### src/rtl/irb_pkg.sv
package irb_pkg;
  localparam int WORD_W         = 64;
  localparam int CMD_ADDR_LSB   = 32;
  localparam int CMD_OP_LSB     = 62;
  localparam int STAT_VALID_BIT = 32;
  localparam int REG_STRIDE     = 4;

  localparam logic [7:0] OFF_IDENT = 8'h08;
  localparam logic [7:0] OFF_CMD   = 8'h10;
  localparam logic [7:0] OFF_STAT  = 8'h18;

  typedef enum logic [1:0] {
    OP_NOP   = 2'd0,
    OP_LOAD  = 2'd1,
    OP_STORE = 2'd2,
    OP_RSVD  = 2'd3
  } op_e;
endpackage

### src/rtl/irb_cmd_decode.sv
module irb_cmd_decode
  import irb_pkg::*;
#(
  parameter int HOST_AW = 8,
  parameter int DATA_W  = 32,
  parameter int REG_AW  = 13
) (
  input  logic               h_wr_en,
  input  logic [HOST_AW-1:0] h_addr,
  input  logic [WORD_W-1:0]  h_wdata,
  input  logic               busy,
  output logic               launch,
  output logic               launch_we,
  output logic [REG_AW-1:0]  launch_addr,
  output logic [DATA_W-1:0]  launch_wdata
);
  op_e  op;
  logic cmd_hit;

  assign op      = op_e'(h_wdata[CMD_OP_LSB +: 2]);
  assign cmd_hit = h_wr_en && (h_addr == HOST_AW'(OFF_CMD));

  always_comb begin
    launch       = cmd_hit && !busy && ((op == OP_LOAD) || (op == OP_STORE));
    launch_we    = (op == OP_STORE);
    launch_addr  = h_wdata[CMD_ADDR_LSB +: REG_AW];
    launch_wdata = launch_we ? h_wdata[DATA_W-1:0] : '0;
  end

  // Bits between the address field and the opcode carry nothing.
  logic unused_hi;
  assign unused_hi = ^h_wdata[CMD_OP_LSB-1:CMD_ADDR_LSB+REG_AW];

  generate
    if (DATA_W < CMD_ADDR_LSB) begin : g_lo_gap
      logic unused_lo;
      assign unused_lo = ^h_wdata[CMD_ADDR_LSB-1:DATA_W];
    end
  endgenerate
endmodule

### src/rtl/irb_txn_engine.sv
module irb_txn_engine #(
  parameter int DATA_W = 32,
  parameter int REG_AW = 13
) (
  input  logic              clk,
  input  logic              rst,
  input  logic              launch,
  input  logic              launch_we,
  input  logic [REG_AW-1:0] launch_addr,
  input  logic [DATA_W-1:0] launch_wdata,
  input  logic              d_ack,
  input  logic [DATA_W-1:0] d_rdata,
  output logic              d_req,
  output logic              d_we,
  output logic [REG_AW-1:0] d_addr,
  output logic [DATA_W-1:0] d_wdata,
  output logic              stat_valid,
  output logic [DATA_W-1:0] stat_data
);
  always_ff @(posedge clk) begin
    if (rst) begin
      d_req      <= 1'b0;
      d_we       <= 1'b0;
      d_addr     <= '0;
      d_wdata    <= '0;
      stat_valid <= 1'b0;
      stat_data  <= '0;
    end else if (d_req) begin
      // Outstanding: fields hold, only the acknowledge can end it.
      if (d_ack) begin
        d_req      <= 1'b0;
        stat_valid <= 1'b1;
        stat_data  <= d_we ? '0 : d_rdata;
      end
    end else if (launch) begin
      d_req      <= 1'b1;
      d_we       <= launch_we;
      d_addr     <= launch_addr;
      d_wdata    <= launch_wdata;
      stat_valid <= 1'b0;
    end
  end
endmodule

### src/rtl/irb_host_readback.sv
module irb_host_readback
  import irb_pkg::*;
#(
  parameter int          HOST_AW   = 8,
  parameter int          DATA_W    = 32,
  parameter int          REG_AW    = 13,
  parameter logic [15:0] BRIDGE_ID = 16'h1D5E
) (
  input  logic               clk,
  input  logic               rst,
  input  logic               h_rd_en,
  input  logic [HOST_AW-1:0] h_addr,
  input  logic               stat_valid,
  input  logic [DATA_W-1:0]  stat_data,
  output logic               h_rvalid,
  output logic [WORD_W-1:0]  h_rdata
);
  logic [WORD_W-1:0] ident_word;
  logic [WORD_W-1:0] stat_word;
  logic [WORD_W-1:0] sel_word;

  always_comb begin
    ident_word        = '0;
    ident_word[7:0]   = 8'(DATA_W);
    ident_word[15:8]  = 8'(REG_AW);
    ident_word[23:16] = 8'(REG_STRIDE);
    ident_word[47:32] = BRIDGE_ID;

    stat_word                 = '0;
    stat_word[DATA_W-1:0]     = stat_data;
    stat_word[STAT_VALID_BIT] = stat_valid;

    case (h_addr)
      HOST_AW'(OFF_IDENT): sel_word = ident_word;
      HOST_AW'(OFF_STAT):  sel_word = stat_word;
      default:             sel_word = '0;
    endcase
  end

  always_ff @(posedge clk) begin
    if (rst) begin
      h_rvalid <= 1'b0;
      h_rdata  <= '0;
    end else begin
      h_rvalid <= h_rd_en;
      if (h_rd_en) h_rdata <= sel_word;
    end
  end
endmodule

### src/rtl/ind_reg_bridge.sv
module ind_reg_bridge
  import irb_pkg::*;
#(
  parameter int          HOST_AW   = 8,
  parameter int          DATA_W    = 32,
  parameter int          REG_AW    = 13,
  parameter logic [15:0] BRIDGE_ID = 16'h1D5E
) (
  input  logic               clk,
  input  logic               rst,
  input  logic               h_wr_en,
  input  logic               h_rd_en,
  input  logic [HOST_AW-1:0] h_addr,
  input  logic [63:0]        h_wdata,
  output logic [63:0]        h_rdata,
  output logic               h_rvalid,
  output logic               d_req,
  output logic               d_we,
  output logic [REG_AW-1:0]  d_addr,
  output logic [DATA_W-1:0]  d_wdata,
  input  logic               d_ack,
  input  logic [DATA_W-1:0]  d_rdata
);
  logic              launch;
  logic              launch_we;
  logic [REG_AW-1:0] launch_addr;
  logic [DATA_W-1:0] launch_wdata;
  logic              stat_valid;
  logic [DATA_W-1:0] stat_data;

  irb_cmd_decode #(
    .HOST_AW(HOST_AW), .DATA_W(DATA_W), .REG_AW(REG_AW)
  ) u_decode (
    .h_wr_en      (h_wr_en),
    .h_addr       (h_addr),
    .h_wdata      (h_wdata),
    .busy         (d_req),
    .launch       (launch),
    .launch_we    (launch_we),
    .launch_addr  (launch_addr),
    .launch_wdata (launch_wdata)
  );

  irb_txn_engine #(
    .DATA_W(DATA_W), .REG_AW(REG_AW)
  ) u_engine (
    .clk          (clk),
    .rst          (rst),
    .launch       (launch),
    .launch_we    (launch_we),
    .launch_addr  (launch_addr),
    .launch_wdata (launch_wdata),
    .d_ack        (d_ack),
    .d_rdata      (d_rdata),
    .d_req        (d_req),
    .d_we         (d_we),
    .d_addr       (d_addr),
    .d_wdata      (d_wdata),
    .stat_valid   (stat_valid),
    .stat_data    (stat_data)
  );

  irb_host_readback #(
    .HOST_AW(HOST_AW), .DATA_W(DATA_W), .REG_AW(REG_AW), .BRIDGE_ID(BRIDGE_ID)
  ) u_readback (
    .clk        (clk),
    .rst        (rst),
    .h_rd_en    (h_rd_en),
    .h_addr     (h_addr),
    .stat_valid (stat_valid),
    .stat_data  (stat_data),
    .h_rvalid   (h_rvalid),
    .h_rdata    (h_rdata)
  );
endmodule

### config.mk
export PLATFORM = sky130hd
export DESIGN_NAME = ind_reg_bridge
export DESIGN_NICKNAME = d
export VERILOG_FILES = /design/src/rtl/irb_pkg.sv /design/src/rtl/irb_cmd_decode.sv /design/src/rtl/irb_txn_engine.sv /design/src/rtl/irb_host_readback.sv /design/src/rtl/ind_reg_bridge.sv
export SDC_FILE = /design/constraint.sdc
export NUM_CORES = 1
export LEC_CHECK = 0
export ABC_AREA = 1
export CAP_MARGIN = 10
export CORE_UTILIZATION = 28
export DETAILED_ROUTE_END_ITERATION = 7
export GPL_TIMING_DRIVEN = 0
export HOLD_SLACK_MARGIN = 0.06
export PLACE_DENSITY = 0.52
export RECOVER_POWER = 50
export SYNTH_ARGS = -nofsm -noshare
export SYNTH_HDL_FRONTEND = slang
export SYNTH_HIERARCHICAL = 1
export SYNTH_SLANG_ARGS = --single-unit
export TNS_END_PERCENT = 10
### constraint.sdc
create_clock -name clk -period 1.9 [get_ports clk]
set_clock_uncertainty 0.15 [all_clocks]
set_input_delay 0.285 -clock clk [delete_from_list [all_inputs] [get_ports clk]]
set_output_delay 0.285 -clock clk [all_outputs]
set_load 0.1 [all_outputs]
==> Yosys cells after proc, flatten, opt, wreduce, memory -nomap -nowiden <==
Cells that the tools add are included.
{ "totals": {"register_bits": 145, "inputBits": 109, "output_inout_bits": 112} }
{ "classes": {"n_eq_ne": 6, "n_mux": 9, "n_bitwise": 1, "n_reduce_logical": 9} }
{ "op_table": {"columns": ["cell", "count"], "rows": [
  ["$pmux W45 S2", 1],
  ["$mux W32", 2],
  ["$eq A8 B5 Y1 const B", 2],
  ["$eq A8 B4 Y1 const B", 1],
  ["$mux W1", 6],
  ["$reduce_and A2 Y1", 3],
  ["$logic_and A1 B1 Y1", 3],
  ["$eq A2 B1 Y1 const B", 1],
  ["$eq A2 B2 Y1 const B", 1],
  ["$ne A2 B2 Y1 const B", 1],
  ["$reduce_bool A2 Y1", 1],
  ["$logic_not A1 Y1", 1],
  ["$logic_or A1 B1 Y1", 1],
  ["$not A1 Y1", 1]
]} }

==> Logic depth before layout (Yosys ltp) <==
{ "depth": {"word_depth": 6, "mapped_depth": 10} }

==> Hierarchy <==
The synthesis kept the hierarchy.
{ "modules_own_cells": {"columns": ["mod", "instances", "cells_each", "area_each_um2"], "rows": [
  ["irb_txn_engine", 1, 513, 3378.2],
  ["irb_host_readback", 1, 274, 1896.8],
  ["irb_cmd_decode", 1, 99, 455.4]
]} }

==> Worst setup path before layout <==
OpenSTA, ideal clock, no wires.
{ "synth_timing": {"path_type": "register -> register", "start": "register u_engine.d_req", "end": "register u_engine.d_addr[0]", "setup_time_ns": 0.117, "arrival_ns": 1.831, "required_ns": 1.633, "setup_slack_ns": -0.198, "stages_incl_launch_ff": 8, "n_path_buf": 1, "path_cell_list": "dfxtp_1 nand3b_1 nor2_1 inv_1 nor2_4 buf_2 nor2_1 nor2_1"} }
{ "synth_between": {"elab_chain_len": 4, "elab_cells_between_ends": 5, "classes_between": "1 x bitwise; 4 x reduce/logical"} }
{ "synth_rtl": {"columns": ["item", "line_no", "text"], "rows": [
  ["start: declaration", "irb_txn_engine.sv:13", "output logic d_req,"],
  ["start signal: assignment", "irb_txn_engine.sv:22", "d_req <= 1'b0;"],
  ["start signal: assignment", "irb_txn_engine.sv:31", "d_req <= 1'b0;"],
  ["start signal: assignment", "irb_txn_engine.sv:36", "d_req <= 1'b1;"],
  ["$logic_not A1 Y1", "irb_cmd_decode.sv:24", "launch = cmd_hit && !busy && ((op == OP_LOAD) || (op == OP_STORE));"],
  ["$logic_and A1 B1 Y1 (2 in a row)", "irb_cmd_decode.sv:24", null],
  ["net launch", "ind_reg_bridge.sv:24", "logic launch;"],
  ["$reduce_and A2 Y1 (no line)", null, null],
  ["end signal: assignment", "irb_txn_engine.sv:38", "d_addr <= launch_addr;"],
  ["end: declaration", "irb_txn_engine.sv:15", "output logic [REG_AW-1:0] d_addr,"]
]} }
The timed path passes the listed nets, and every way through them passes these cells.
A chain may end at the register's enable or synchronous reset.

==> Final worst setup path <==
{ "layout_timing": {"start": "register u_engine.d_req", "end": "output port d_req"} }
{ "layout_rtl": {"columns": ["item", "line_no", "text"], "rows": [
  ["end: declaration", "ind_reg_bridge.sv:17", "output logic d_req,"]
]} }
No word-level cell between the ends.

==> reports/qor.yml <==
sta:
  fmax_mhz: 540.5
  relSlewSlack: 0.5858
  fin_ws_ns: 0.04998
  final-max-slew-violation-count: 0
  finalHoldViolCount: 0
  fin_crit_sh: 0.9737
  tightest_slew_ns: 0.6212
  period_minus_slack_ns: 1.850
  setup_violations: 0
  rsz0062_at_grt: "true"
grt:
  antenna_found_initial: 1
  grt_usage: 0.1650
  grt_pass1_vias: 5297
  grt_pass1_wl_mm: 27.34
  overflow: 0
  grt_max_degree: 17
layout:
  syn_to_final_growth_pct: 52.88
  nNetsFinal: 1223
  drive_above_1_share: 0.1892
  antenna_cells: 0
  stdcell_area_mm2: 0.008761
  final_cells: 1391
setup_path:
  ff2ff_path_depth: 8
  r2r-end: "u_engine/d_wdata[3]"
  rr_startpoint: "u_engine/d_req"
  worstPathCellList: "clkdlybuf4s18_2"
  r2r_slack_ns: 0.30
  max_stage_delay_ns: 0.57
  cp.buffers_inverters: 1
  crit_family: "buffers and inverters"
  setup.worst_path.start: "u_engine/d_req"
  cp_max_fo: 7
  cp.arrival_ns: 1.42
  startpoint_type: "flip-flop"
  required_ns: 1.46
  slowest_stage: "clkdlybuf4s18_2"
  end_kind: "output pin"
  worstSetupPathType: "flip-flop to output pin"
route:
  wl_per_cell_um: 12.08
  viasPerCell: 4.015
  via_count: 5585
  ant_nets: 0
  first_iter_violations: 217
  firstDrtPassIters: 4
  routed_wl_mm: 16.80
  drcViolationCount: 0
clock_tree:
  cts_inserted_buffers: 17
  tritoncts: "built"
  clk_pin_slew_worst_paths_ns: 0.06
  clock_path_buffers: 2
  clk_latency_ns: 0.42
  cts.sinks: 115
  cts-root-buf: "clkbuf_16"
  h-tree-depth: 4
logic_synthesis:
  synth_compound_area_frac: 0.06266
  netlist_area_mm2: 0.005730
  async_flop_share: 0
  synthFlopType: "dfxtp_1"
  yosysTopAreaCellShare: 0.4017
  avgSynthCellArea_um2: 6.468
  synth_edf_count: 0
  synthAdderAreaFrac: 0.002183
  ys_types: 26
  synthXorXnorAreaFrac: 0
  yosysSeqAreaShare: 0.4017
  synth_top_family_by_area: "simple AND/OR/NAND/NOR gates"
  ys.warnings.count: 6
  yosysMostFrequentCell: "nand2_1"
  synthTopCellsByCount: "nand2_1, inv_1, nor2_1, dfxtp_1, nand3_1"
  ys_ff_latch: 115
  yosys.area.top_type: "dfxtp_1"
  synth_area_leaders: "dfxtp_1, nand2_1, inv_1"
  muxShareOfSynthArea: 0
  syn_inst: 886
  synth-simple-area-share: 0.3177
hold_path:
  holdPathStages: 3
  hold_start: "h_rd_en"
  hold_end: "u_readback/h_rvalid"
  hold_class: "input pin to flip-flop"
floorplan:
  initial_core_util: 0.2897
  die_w_um: 145.1
  die-area_mm2: 0.02104
  die_y_um: 145.1
  io_pins: 221
  core_area_mm2: 0.01978
  row_count: 51
power_and_ir_drop:
  p_leak_nw: 4.199
  total_power_mw: 6.541
  max-vdd-ir-drop_mv: 0.6398
  p_per_area_mw_per_mm2: 746.6
place:
  gp_congestion: 0.7538
  pre_cts_slack_ns: -0.6030
  place_area_mm2: 0.007814
  place_inst: 1339
  port_buffers: 167
  dpl.hpwl_mm: 12.05
outcome:
  status: "complete, no violations"
flow_run:
  max_cap_viol_count: 0
[registers in the layout, indices dropped and copies added (netlist names)]
register             flops
u_readback/h_rdata      34
u_engine/d_wdata        32
u_engine/stat_data      32
u_engine/d_addr         13
u_engine/d_req           1
u_engine/d_we            1
u_engine/stat_valid      1
u_readback/h_rvalid      1
[through the flow]
step | util | TNS [ns] | hold WS [ns]
3_5_place_dp | 0.3950 | -31.40 | 0.3064
3_3_place_gp | 0.3950 | -31.27 | 0.3033
6_report | 0.4429 | 0 | 0.1523
2_1_floorplan | - | -0.2742 | 0.2622
5_1_grt | 0.4429 | -0.2322 | 0.1711
4_1_cts | 0.4381 | -0.3200 | 0.1473
[what timing repair did]
action                                 in CTS  in global routing
buffers inserted                            0                  6
endpoints found under the hold margin      13                  0
cloned                                      0                  1
resized for setup                         303                 14
setup endpoints to repair                 131                 45
hold buffers                               13                  0
pin swaps                                   0                  2
[final cells by class]
class | instances | area [um2]
Inverter | 165 | 619.3
Tap cell | 265 | 331.6
Timing Repair Buffer | 187 | 1936
Clock buffer | 22 | 474.2
Fill cell | 2122 | 11020
Clock inverter | 10 | 153.9
Sequential cell | 115 | 2303
Buffer | 91 | 660.6
Multi-Input combinational cell | 536 | 2282
[layer usage]
| metal | track usage | routed length [um] |
|---|---|---|
| met4 | 0.05211 | 163 |
| met1 | 0.1976 | 7624 |
| met2 | 0.2707 | 7686 |
| met5 | 0 | 13 |
| met3 | 0.06352 | 1315 |
[report_power, final]
part / total [mW] / internal, mW / leakage (nW) / switching (mW)
Sequential: 2.42 / 2.42 / 0.927 / 0.00160
Combinational: 0.677 / 0.268 / 2.96 / 0.409
Clock: 3.45 / 2.29 / 0.314 / 1.16
[how the worst max path moves through the flow]
stage,cells past startpoint,to,slack (ns)
floorplan,1,h_rdata[34],-0.03
global placement,10,u_engine/d_wdata[23],-0.60
detailed placement,10,u_engine/d_wdata[13],-0.60
CTS,1,d_addr[2],-0.18
global route,12,u_engine/d_wdata[29],-0.04
finish,1,d_req,0.05
[tightest hold or removal path, stage by stage]
cell	delay, ns
buf_2	0.16
inv_1	0.10
nor2_1	0.10
[placed cells by master, fill, tap and decap left out, types with 16 or more instances in the layout]
master / n
nand3_1: 74
nor2_1: 142
inv_1: 163
dfxtp_1: 114
clkdlybuf4s15_2: 79
clkbuf_16: 17
nand2_1: 216
a21oi_1: 59
conb_1: 22
buf_4: 57
clkbuf_1: 16
clkdlybuf4s50_1: 75
[cell families (layout without fill, tap and decap cells)]
group,after synthesis,count (layout)
other,1,22
buffers and inverters,256,475
flip-flops,115,115
AND/OR/NAND/NOR,445,445
adder cells (fa/ha/maj),1,1
AO/OA/AOI/OAI,68,68
Power figures use the tool's default switching activity.
